`src/rtl/rename_pkg.sv`:
```
package rename_pkg;

    localparam int CLS_W      = 3;
    localparam int NUM_MAPPED = 3;

    typedef enum logic [CLS_W-1:0] {
        RC_INT  = 3'd0,
        RC_FP   = 3'd1,
        RC_CC   = 3'd2,
        RC_MISC = 3'd3
    } rclass_e;

endpackage

```
`src/rtl/rename_class_decode.sv`:
```
module rename_class_decode
    import rename_pkg::*;
#(
    parameter int IDX_W  = 5,
    parameter int INT_N  = 32,
    parameter int FP_N   = 32,
    parameter int CC_N   = 8,
    parameter int MISC_N = 8
) (
    input  logic [CLS_W-1:0] cls,
    input  logic [IDX_W-1:0] idx,
    output logic [3:0]       sel,
    output logic             ok
);

    logic [31:0] idx_w;

    always_comb begin
        idx_w = 32'(idx);
        sel   = 4'b0000;
        ok    = 1'b0;
        case (cls)
            RC_INT: begin
                sel[0] = 1'b1;
                ok     = idx_w < 32'(INT_N);
            end
            RC_FP: begin
                sel[1] = 1'b1;
                ok     = idx_w < 32'(FP_N);
            end
            RC_CC: begin
                sel[2] = 1'b1;
                ok     = idx_w < 32'(CC_N);
            end
            RC_MISC: begin
                sel[3] = 1'b1;
                ok     = idx_w < 32'(MISC_N);
            end
            default: begin
                sel = 4'b0000;
                ok  = 1'b0;
            end
        endcase
        if (!ok) begin
            sel = 4'b0000;
        end
    end

endmodule

```
`src/rtl/rename_class_table.sv`:
```
module rename_class_table #(
    parameter int ENTRIES  = 32,
    parameter int LW       = 5,
    parameter int TAG_W    = 7,
    parameter int ZERO_IDX = 0,
    parameter int ZERO_TAG = 0
) (
    input  logic             clk,
    input  logic             rst_n,
    input  logic [LW-1:0]    rd_a_idx,
    output logic [TAG_W-1:0] rd_a_tag,
    input  logic [LW-1:0]    rd_b_idx,
    output logic [TAG_W-1:0] rd_b_tag,
    input  logic             ren_en,
    input  logic [LW-1:0]    ren_idx,
    input  logic [TAG_W-1:0] ren_tag,
    input  logic             set_en,
    input  logic [LW-1:0]    set_idx,
    input  logic [TAG_W-1:0] set_tag
);

    logic [TAG_W-1:0] map_q [ENTRIES];
    logic [TAG_W-1:0] map_d [ENTRIES];

    // Rename write first, squash-restore write last so it wins on a shared entry.
    always_comb begin
        map_d = map_q;
        if (ren_en) begin
            map_d[ren_idx] = ren_tag;
        end
        if (set_en) begin
            map_d[set_idx] = set_tag;
        end
    end

    for (genvar e = 0; e < ENTRIES; e++) begin : g_entry
        localparam logic [TAG_W-1:0] RST_TAG =
            (e == ZERO_IDX) ? TAG_W'(ZERO_TAG) : TAG_W'(e);
        always_ff @(posedge clk) begin
            if (!rst_n) begin
                map_q[e] <= RST_TAG;
            end else begin
                map_q[e] <= map_d[e];
            end
        end
    end

    assign rd_a_tag = map_q[rd_a_idx];
    assign rd_b_tag = map_q[rd_b_idx];

    AST_ZERO_NEVER_REMAPPED: assert property (@(posedge clk) disable iff (!rst_n)
        ren_en |-> (32'(ren_idx) != 32'(ZERO_IDX)));
    AST_SET_RENAME_DISJOINT: assert property (@(posedge clk) disable iff (!rst_n)
        !(set_en && ren_en && (set_idx == ren_idx)));
    AST_IDLE_TABLE_HOLDS: assert property (@(posedge clk) disable iff (!rst_n)
        (!set_en && !ren_en) ##1 $stable(rd_b_idx) |-> $stable(rd_b_tag));

endmodule

```
`src/rtl/rename_map_top.sv`:
```
module rename_map_top
    import rename_pkg::*;
#(
    parameter int IDX_W         = 5,
    parameter int TAG_W         = 7,
    parameter int INT_N         = 32,
    parameter int FP_N          = 32,
    parameter int CC_N          = 8,
    parameter int MISC_N        = 8,
    parameter int INT_ZERO_IDX  = 0,
    parameter int INT_ZERO_TAG  = 63,
    parameter int FP_ZERO_IDX   = 31,
    parameter int FP_ZERO_TAG   = 127,
    parameter int CC_ZERO_IDX   = 31,
    parameter int MISC_TAG_BASE = 100
) (
    input  logic                        clk,
    input  logic                        rst_n,
    input  logic                        rn_valid,
    input  logic [CLS_W-1:0]            rn_class,
    input  logic [IDX_W-1:0]            rn_idx,
    output logic                        rn_ready,
    output logic                        rsp_valid,
    output logic                        rsp_err,
    output logic [TAG_W-1:0]            rsp_new_tag,
    output logic [TAG_W-1:0]            rsp_old_tag,
    input  logic [NUM_MAPPED-1:0]       fl_avail,
    input  logic [NUM_MAPPED*TAG_W-1:0] fl_tag,
    output logic [NUM_MAPPED-1:0]       fl_pop,
    input  logic [CLS_W-1:0]            lk_class,
    input  logic [IDX_W-1:0]            lk_idx,
    output logic [TAG_W-1:0]            lk_tag,
    output logic                        lk_err,
    input  logic                        se_valid,
    input  logic [CLS_W-1:0]            se_class,
    input  logic [IDX_W-1:0]            se_idx,
    input  logic [TAG_W-1:0]            se_tag,
    output logic                        se_err
);

    typedef struct packed {
        logic             valid;
        logic             err;
        logic [TAG_W-1:0] new_tag;
        logic [TAG_W-1:0] old_tag;
    } rsp_t;

    function automatic logic [TAG_W-1:0] misc_tag(input logic [IDX_W-1:0] i);
        return TAG_W'(32'(MISC_TAG_BASE) + 32'(i));
    endfunction

    // ---------------------------------------------------------------- decode
    logic [3:0] rn_sel, lk_sel, se_sel;
    logic       rn_ok, lk_ok, se_ok;

    rename_class_decode #(
        .IDX_W(IDX_W), .INT_N(INT_N), .FP_N(FP_N), .CC_N(CC_N), .MISC_N(MISC_N)
    ) u_rn_dec (.cls(rn_class), .idx(rn_idx), .sel(rn_sel), .ok(rn_ok));

    rename_class_decode #(
        .IDX_W(IDX_W), .INT_N(INT_N), .FP_N(FP_N), .CC_N(CC_N), .MISC_N(MISC_N)
    ) u_lk_dec (.cls(lk_class), .idx(lk_idx), .sel(lk_sel), .ok(lk_ok));

    rename_class_decode #(
        .IDX_W(IDX_W), .INT_N(INT_N), .FP_N(FP_N), .CC_N(CC_N), .MISC_N(MISC_N)
    ) u_se_dec (.cls(se_class), .idx(se_idx), .sel(se_sel), .ok(se_ok));

    // ---------------------------------------------------------------- tables
    logic [TAG_W-1:0]      rn_cur   [NUM_MAPPED];
    logic [TAG_W-1:0]      lk_cur   [NUM_MAPPED];
    logic [TAG_W-1:0]      head_tag [NUM_MAPPED];
    logic [NUM_MAPPED-1:0] set_en;

    for (genvar g = 0; g < NUM_MAPPED; g++) begin : g_cls
        localparam int N  = (g == 0) ? INT_N : (g == 1) ? FP_N : CC_N;
        localparam int ZI = (g == 0) ? INT_ZERO_IDX : (g == 1) ? FP_ZERO_IDX : CC_ZERO_IDX;
        localparam int ZT = (g == 0) ? INT_ZERO_TAG : (g == 1) ? FP_ZERO_TAG : 0;
        localparam int LW = (N > 1) ? $clog2(N) : 1;

        assign head_tag[g] = fl_tag[g*TAG_W +: TAG_W];
        assign set_en[g]   = se_valid && se_sel[g];

        rename_class_table #(
            .ENTRIES(N), .LW(LW), .TAG_W(TAG_W), .ZERO_IDX(ZI), .ZERO_TAG(ZT)
        ) u_table (
            .clk      (clk),
            .rst_n    (rst_n),
            .rd_a_idx (rn_idx[LW-1:0]),
            .rd_a_tag (rn_cur[g]),
            .rd_b_idx (lk_idx[LW-1:0]),
            .rd_b_tag (lk_cur[g]),
            .ren_en   (fl_pop[g]),
            .ren_idx  (rn_idx[LW-1:0]),
            .ren_tag  (head_tag[g]),
            .set_en   (set_en[g]),
            .set_idx  (se_idx[LW-1:0]),
            .set_tag  (se_tag)
        );
    end

    // ---------------------------------------------------------------- rename path
    rsp_t             rsp_d, rsp_q;
    logic             rn_zero, rn_alloc, rn_avail, rn_collide, rn_fire;
    logic [TAG_W-1:0] rn_old, rn_head;

    always_comb begin
        rn_zero = (rn_sel[0] && (32'(rn_idx) == 32'(INT_ZERO_IDX)))
               || (rn_sel[1] && (32'(rn_idx) == 32'(FP_ZERO_IDX)))
               || (rn_sel[2] && (32'(rn_idx) == 32'(CC_ZERO_IDX)));
        rn_alloc   = rn_ok && !rn_sel[3] && !rn_zero;
        rn_avail   = |(rn_sel[NUM_MAPPED-1:0] & fl_avail);
        rn_collide = se_valid && se_ok && !se_sel[3]
                  && (se_class == rn_class) && (se_idx == rn_idx);
        rn_ready   = !rn_collide && !(rn_alloc && !rn_avail);
        rn_fire    = rn_valid && rn_ready;
        fl_pop     = (rn_fire && rn_alloc) ? rn_sel[NUM_MAPPED-1:0] : '0;

        rn_old  = '0;
        rn_head = '0;
        for (int c = 0; c < NUM_MAPPED; c++) begin
            if (rn_sel[c]) begin
                rn_old  = rn_cur[c];
                rn_head = head_tag[c];
            end
        end
        if (rn_sel[3]) begin
            rn_old = misc_tag(rn_idx);
        end

        rsp_d.valid   = rn_fire;
        rsp_d.err     = !rn_ok;
        rsp_d.old_tag = rn_old;
        rsp_d.new_tag = rn_alloc ? rn_head : rn_old;
    end

    always_ff @(posedge clk) begin
        if (!rst_n) begin
            rsp_q <= '0;
        end else begin
            rsp_q <= rsp_d;
        end
    end

    assign rsp_valid   = rsp_q.valid;
    assign rsp_err     = rsp_q.err;
    assign rsp_new_tag = rsp_q.new_tag;
    assign rsp_old_tag = rsp_q.old_tag;

    // ---------------------------------------------------------------- lookup and set-entry
    always_comb begin
        lk_tag = '0;
        for (int c = 0; c < NUM_MAPPED; c++) begin
            if (lk_sel[c]) begin
                lk_tag = lk_cur[c];
            end
        end
        if (lk_sel[3]) begin
            lk_tag = misc_tag(lk_idx);
        end
        lk_err = !lk_ok;
        se_err = se_valid && (!se_ok || (se_sel[3] && (se_tag != misc_tag(se_idx))));
    end

    AST_POP_NEEDS_AVAIL: assert property (@(posedge clk) disable iff (!rst_n)
        (fl_pop & ~fl_avail) == '0);
    AST_POP_ONE_CLASS: assert property (@(posedge clk) disable iff (!rst_n)
        $onehot0(fl_pop));
    AST_STALL_NO_POP: assert property (@(posedge clk) disable iff (!rst_n)
        !rn_ready |-> (fl_pop == '0));
    AST_RSP_AFTER_FIRE: assert property (@(posedge clk) disable iff (!rst_n)
        (rn_valid && rn_ready) |=> rsp_valid);
    AST_NO_RSP_IDLE: assert property (@(posedge clk) disable iff (!rst_n)
        !(rn_valid && rn_ready) |=> !rsp_valid);
    AST_NOPOP_SAME_TAG: assert property (@(posedge clk) disable iff (!rst_n)
        (rn_valid && rn_ready && (fl_pop == '0)) |=> (rsp_new_tag == rsp_old_tag));

endmodule

```
`config.mk`:
```
export PLATFORM = sky130hd
export DESIGN_NAME = rename_map_top
export DESIGN_NICKNAME = d
export VERILOG_FILES = /design/src/rtl/rename_pkg.sv /design/src/rtl/rename_class_decode.sv /design/src/rtl/rename_class_table.sv /design/src/rtl/rename_map_top.sv
export SDC_FILE = /design/constraint.sdc
export NUM_CORES = 2
export LEC_CHECK = 0
export BUFFER_PORTS_ARGS = -buffer_cell sky130_fd_sc_hd__buf_4
export CORE_ASPECT_RATIO = 0.5
export CORE_MARGIN = 1
export CORE_UTILIZATION = 61
export CTS_BUF_LIST = sky130_fd_sc_hd__clkbuf_4
export DETAILED_ROUTE_END_ITERATION = 10
export PLACE_DENSITY_LB_ADDON = 0.2
export SLEW_MARGIN = 10
export SYNTH_ARGS = -nofsm -noshare
export SYNTH_HDL_FRONTEND = slang
export SYNTH_SLANG_ARGS = --single-unit
```
`constraint.sdc`:
```
create_clock -name clk -period 13.49 [get_ports clk]
set_input_delay 3.3725 -clock clk [delete_from_list [all_inputs] [get_ports clk]]
set_output_delay 3.3725 -clock clk [all_outputs]
set_load 0.1 [all_outputs]
```
; ---- Word level (Yosys, flattened, before mapping)
; Index checks and enable logic that the tools add are counted.
[totals]
wordCells = 226
output_inout_bits = 29
reg_bits = 520
inputBits = 59
[classes]
magnitude_cmp = 13
n_reduce_logical = 45
n_bitwise = 7
n_eq_ne = 13
n_addsub = 3
mux = 69
[op_table]
columns = operator, n
row1 = $bwmux W224, 4
row2 = $mux W224, 4
row3 = $mux W7, 28
row4 = $bmux W7 S5, 4
row5 = $bwmux W56, 2
row6 = $mux W56, 2
row7 = $demux W7 S5, 2
row8 = $bmux W7 S3, 2
row9 = $demux W7 S3, 2
row10 = $logic_and A1 B1 Y1, 22
row11 = $add A7 B5 Y7 const A, 3
row12 = $eq A3 B2 Y1 const B, 6
row13 = $ge A6 B6 Y1 const B, 3
row14 = $not A5 Y6, 3
row15 = $lt A5 B4 Y1 const B, 3
row16 = $ge A4 B4 Y1 const B, 3
row17 = $lt A6 B1 Y1 const B, 2
row18 = $mux W1, 12
row19 = $mux W4, 3
row20 = $not A3 Y4, 3
row21 = $reduce_or A2 Y1, 6
row22 = $eq A3 B1 Y1 const B, 3
row23 = $logic_not A1 Y1, 9
row24 = $logic_not A3 Y1, 3
row25 = other kinds (11), 16

; ---- Logic depth before layout (Yosys ltp)
[depth]
ltp_word = 18
depth_mapped = 11
mapped_depth_nobuf = 7

; ---- By module
; A second synthesis with hierarchy kept.
[unflattened]
hier_cells = 3685
area_unflattened_um2 = 33168.1
[by_module_without_submodules]
columns = mod, n_inst, area_per_inst_um2, cells_per_inst, seq_area_each_um2
row1 = rename_class_table at g_cls[1].u_table, 1, 14056.0, 1583, 4484.3
row2 = rename_class_table at g_cls[0].u_table, 1, 14053.5, 1586, 4484.3
row3 = rename_class_table at g_cls[2].u_table, 1, 3497.1, 321, 1121.1
row4 = rename_map_top, 1, 1415.1, 171, 320.3
row5 = rename_class_decode, 3, 48.8, 8, 0.0

; ---- Least setup slack after synthesis
; Ideal clock, no wire load.
[synth_path]
path_kind = input port to output port
startpoint = in lk_idx[1]
endpoint = out lk_tag[2]
cell_stages = 7
n_path_buf = 3
arrival_ps = 6104
slack_ps = 4014
t_required_ps = 10118
cell_sequence = clkbuf_1 buf_1 clkbuf_1 mux4_2 mux4_2 a22oi_1 nand3_1
[synth_between]
elab_chain_cells = 8
elab_cells_between_ends = 19
cone_classes = add/sub: 1 / order compare: 1 / mux: 15 / bitwise: 2
[synth_rtl]
columns = item, line_no
row1 = "start, declared", rename_map_top.sv:31  ; input logic [IDX_W-1:0] lk_idx,
row2 = $not A5 Y6 (not written as such), rename_class_table.sv:49  ; assign rd_b_tag = map_q[rd_b_idx];
row3 = $bmux W7 S5, rename_class_table.sv:49
row4 = $mux W7 (not written as such) (2 in a row), rename_class_table.sv:49
row5 = $mux W7 (3 in a row), rename_map_top.sv:153  ; if (lk_sel[c]) begin
row6 = $mux W7 *, rename_map_top.sv:157  ; if (lk_sel[3]) begin
row7 = "end, declared", rename_map_top.sv:32  ; output logic [TAG_W-1:0] lk_tag,
; Every way passes the cells marked *; elsewhere a longest branch is shown, timed or not. The select of a mux whose other input is x is not followed.

; ---- Final worst setup path
[layout_path]
startpoint = in lk_idx[0]
endpoint = out lk_tag[1]
; Same word-level chain as after synthesis.

==> summary by stage <==
Yosys
For this run, the register share of the synthesized area comes to 31.9%. Synthesis inferred 520 register bits. The mean instance size in the synthesized netlist is 9.81 um^2. The number of standard cells after synthesis is 3324.

The largest area contributor in the synthesized netlist is sky130_fd_sc_hd__dfxtp_1. The synthesized netlist net count is 3390. By area the synthesized netlist is led by sky130_fd_sc_hd__dfxtp_1, sky130_fd_sc_hd__mux4_2, sky130_fd_sc_hd__mux2i_1, sky130_fd_sc_hd__o21ai_0, sky130_fd_sc_hd__a21oi_1. The leading cell type by number of instances after synthesis is sky130_fd_sc_hd__dfxtp_1.

The post-synth design cell area is 32600 um^2. The commonest cells after synthesis are sky130_fd_sc_hd__dfxtp_1, sky130_fd_sc_hd__mux2i_1, sky130_fd_sc_hd__o21ai_0, sky130_fd_sc_hd__a21oi_1, sky130_fd_sc_hd__mux4_2. After synthesis, the share of flip-flops with an asynchronous set or reset is 0%. The distinct cell type count of the synthesized netlist is 77. The area fraction of the dominant cell type after synthesis is 31.9%.

The most used flip-flop cell after synthesis is sky130_fd_sc_hd__dfxtp_1. The number of warnings issued by yosys is 0. The number of flops mapped to enable cells by yosys is 0.

Global route
The overall global routing resource usage is 52.9%. The number of global-route vias before repair came to 28000. The initial antenna violation count is 6. The first-pass GRT wire length is 204000 um. Entering global routing, the biggest net connects 84 pins. The total overflow left after global routing is 0.

STA
The achievable clock frequency is 0.0968 GHz. Clock skew on the completed layout was measured at 80.7 ps. In the final timing run, aggregate negative setup slack is 0 ps. The minimum clock period after layout is 10330 ps. Measured against its own limit, the worst slew margin works out to 0.0252%. The final critical-path share of the clock period is 76.5%.

The total count of max-transition violations in the final report is 0. The slew of the pin with the lowest slew margin is 1490 ps. Setup repair after global routing left no endpoint under its margin. The count of endpoints failing hold in the final timing report came to 0.

The final setup violation count is 0.

Clock tree
The maximum number of buffers from clock root to sink is 3. The library cell used as clock root buffer is sky130_fd_sc_hd__clkbuf_4. CTS saw 520 sinks. Clock latency on the worst-skew pair, taken at its later pin, is 950 ps. The clock buffer count from CTS is 120. The number of hold buffers added after CTS was 0.

TritonCTS built the clock tree. Post-CTS repair changed the size of 0 cells. The total number of H-tree levels is 3. The buffers inserted during post-CTS setup optimization is 0. The clock slew seen by the registers of the worst setup and hold paths is 80 ps.

Critical path
The number of cells on the worst reg-to-reg path is 6. The start point of the critical path is lk_idx[0]. The slowest stage cell on the critical path is sky130_fd_sc_hd__buf_4. The most critical setup path has its endpoint at lk_tag[1].

The register-to-register path setup slack is 10480 ps. STA classifies the critical path endpoint as a primary output. The worst register-to-register path ends at rsp_new_tag[3]$_SDFF_PN0_.

The classification of the worst setup path is primary input to primary output. The type of element launching the critical path is a primary input. The data arrival time of the critical path is 6950 ps. The launching point of the worst reg2reg path is g_cls[0].u_table.map_q[3]$_SDFF_PN1_. On the worst path, the slowest cell contributes a delay of 830 ps. The critical path goes through clkbuf_8, buf_4, mux4_2, mux4_2, mux2_2, a22oi_1, nand2_1, buf_4.

The required time reported for the critical path endpoint is 10120 ps. Of all nets on the critical path, the largest fanout is 57.

Placed design
The final weighted congestion in routability-driven placement is 1.09. The placed instances occupy a cell area of 33200 um^2. The HPWL after detailed placement is 103000 um.

The count of buffers inserted at the top-level ports is 87.

Outcome
The final reports fail on design-rule violations, max-capacitance violations. The flow ran to the end, but the final reports show violations.

Detailed routing
The sum of met2 wire segment lengths after detailed routing is 54500 um. The first TritonRoute pass finished after 11 iterations. The per-cell via count in the routed design is 7.92.

The violation count after the first detailed-routing iteration is 6106. The post-detailed-route wirelength per cell is 36.3 um. In the routed design, unresolved DRC markers number 3. The total length of routed wires is 147000 um.

The total via count after detailed routing is 32000. The sum of routed wire segments on met1 is 54900 um. In this run the top signal layer used is met5. The antenna violation net count after detailed routing is 0. Detailed routing placed a total of 31100 um of wire on met3.

Floorplan
The overall die area is 54500 um^2. The count of pins on the block boundary is 88. The total core area is 52400 um^2.

For this configuration, the core starts out at a cell density of 62.2%. In this run the horizontal extent of the chip is 329 um. The number of core rows is 59.

The floorplan die height is 166 um.

Final layout
The area growth from synthesis to layout is 6.13%. In the final layout, the share of cells above drive strength 1 is 21.9%. In the final layout, the multi-input gates occupy 20800 um^2.

The count of nets after finishing is 3313. The filler cell count in the final layout is 4228. Summing all flip-flop and latch instances after layout gives 10400 um^2. The final standard cell area without fillers is 34600 um^2.

Hold path
The path class of the lowest-slack min-delay path is flip-flop to flip-flop.

Power and ir drop
Summed over all cells, the static leakage comes to 12.9 nW. The highest ir drop seen on vdd is 0.0841 mV. The power per standard cell area is 95.3 nW/um^2. The completed layout was analyzed and its total power is 3.30 mW.

Flow run
Across the run, the number of max-cap violations was 1.
[logic make-up (layout without fill, tap and decap cells)]
family,Yosys count,after routing,synth area share (%)
AO/OA/AOI/OAI,980,980,18.0
XOR/XNOR,13,13,0.349
adder cells (fa/ha/maj),7,7,0.269
buffers and inverters,348,351,4.66
flip-flops,520,520,31.9
multiplexers,688,688,31.5
other,0,10,0
AND/OR/NAND/NOR,768,768,13.3
[where the power goes]
group	switching [mW]	internal [mW]	total, mW
Combinational	0.350	0.121	0.471
Clock	0.705	0.578	1.28
Sequential	0.00474	1.54	1.54
[state kept, by name, indices dropped and copies added (netlist names)]
name                 count
rsp_err                  1
rsp_new_tag              7
rsp_old_tag              7
rsp_valid                1
g_cls.u_table.map_q    504
[critical path: cells and delay by family]
kind	cells	cell delay, ps
AOI/OAI and AO/OA	1	360
buffers and inverters	3	1630
muxes	3	1350
and+or+nand+nor	1	150
[per-layer routing]
| layer | GRT usage [%] | vias to the layer above |
|---|---|---|
| met5 | 4.08 | - |
| met4 | 17.8 | 6 |
| met3 | 33.0 | 520 |
| met2 | 67.3 | 3212 |
| met1 | 71.2 | 15400 |
| li1 | - | 12900 |
[cells in the final DEF (no fill, tap or decap), types with 11 or more instances in the layout]
cell type                  count
sky130_fd_sc_hd__dfxtp_1     520
sky130_fd_sc_hd__and3_1       12
sky130_fd_sc_hd__o21ai_0     355
sky130_fd_sc_hd__a211oi_1     15
sky130_fd_sc_hd__nor4_1       51
sky130_fd_sc_hd__nor2_1      177
sky130_fd_sc_hd__nor4b_1      27
sky130_fd_sc_hd__a21oi_1     348
sky130_fd_sc_hd__nand2_1     175
sky130_fd_sc_hd__a31oi_1      18
sky130_fd_sc_hd__nor3_4       14
sky130_fd_sc_hd__nor2b_1      11
sky130_fd_sc_hd__clkinv_1     23
sky130_fd_sc_hd__o221ai_1     23
sky130_fd_sc_hd__a22oi_1      38
sky130_fd_sc_hd__nor3b_1      11
sky130_fd_sc_hd__a311oi_1     23
sky130_fd_sc_hd__a221oi_1     62
sky130_fd_sc_hd__nand2b_1     29
sky130_fd_sc_hd__mux2_2       19
sky130_fd_sc_hd__mux4_2      269
sky130_fd_sc_hd__nor3_1       84
sky130_fd_sc_hd__o221a_2      25
sky130_fd_sc_hd__clkbuf_4    163
sky130_fd_sc_hd__nand3_1      42
sky130_fd_sc_hd__buf_4       134
sky130_fd_sc_hd__nand3_2      33
sky130_fd_sc_hd__nand4b_1     22
sky130_fd_sc_hd__mux2i_1     400
[worst min path at each step]
stage                                                       from  slack, ps  cells past startpoint                                endpoint
final                     g_cls[1].u_table.map_q[100]$_SDFF_PN0_        530                      2  g_cls[1].u_table.map_q[100]$_SDFF_PN0_
after global routing      g_cls[1].u_table.map_q[100]$_SDFF_PN0_        540                      2  g_cls[1].u_table.map_q[100]$_SDFF_PN0_
after CTS                 g_cls[1].u_table.map_q[100]$_SDFF_PN0_        510                      2  g_cls[1].u_table.map_q[100]$_SDFF_PN0_
after detailed placement   g_cls[1].u_table.map_q[99]$_SDFF_PN0_        500                      2   g_cls[1].u_table.map_q[99]$_SDFF_PN0_
after global placement    g_cls[1].u_table.map_q[104]$_SDFF_PN0_        490                      2  g_cls[1].u_table.map_q[104]$_SDFF_PN0_
after floorplan           g_cls[1].u_table.map_q[100]$_SDFF_PN0_        460                      2  g_cls[1].u_table.map_q[100]$_SDFF_PN0_
[cell type report]
cell class | count | share of cell area, %
multi-input combinational | 2456 | 60.0
clock inverter | 39 | 0.578
clock buffer | 163 | 3.54
tap | 701 | 2.53
timing repair buffer | 140 | 3.14
antenna | 10 | 0.0723
inverter | 9 | 0.105
sequential | 520 | 30.1
[metrics by stage]
step                      setup slack [ps]  util [%]  std cells  hold WS, ps
after floorplan                       4010         -       3324          458
after global placement                3270      63.2       3825          492
after detailed placement              3210      63.2       3825          497
after CTS                             3210      66.0       4027          513
after global routing                  2980      66.0       4030          543
final                                 3160      66.0       4038          526
Note: power is estimated with default switching activity, not from simulation.
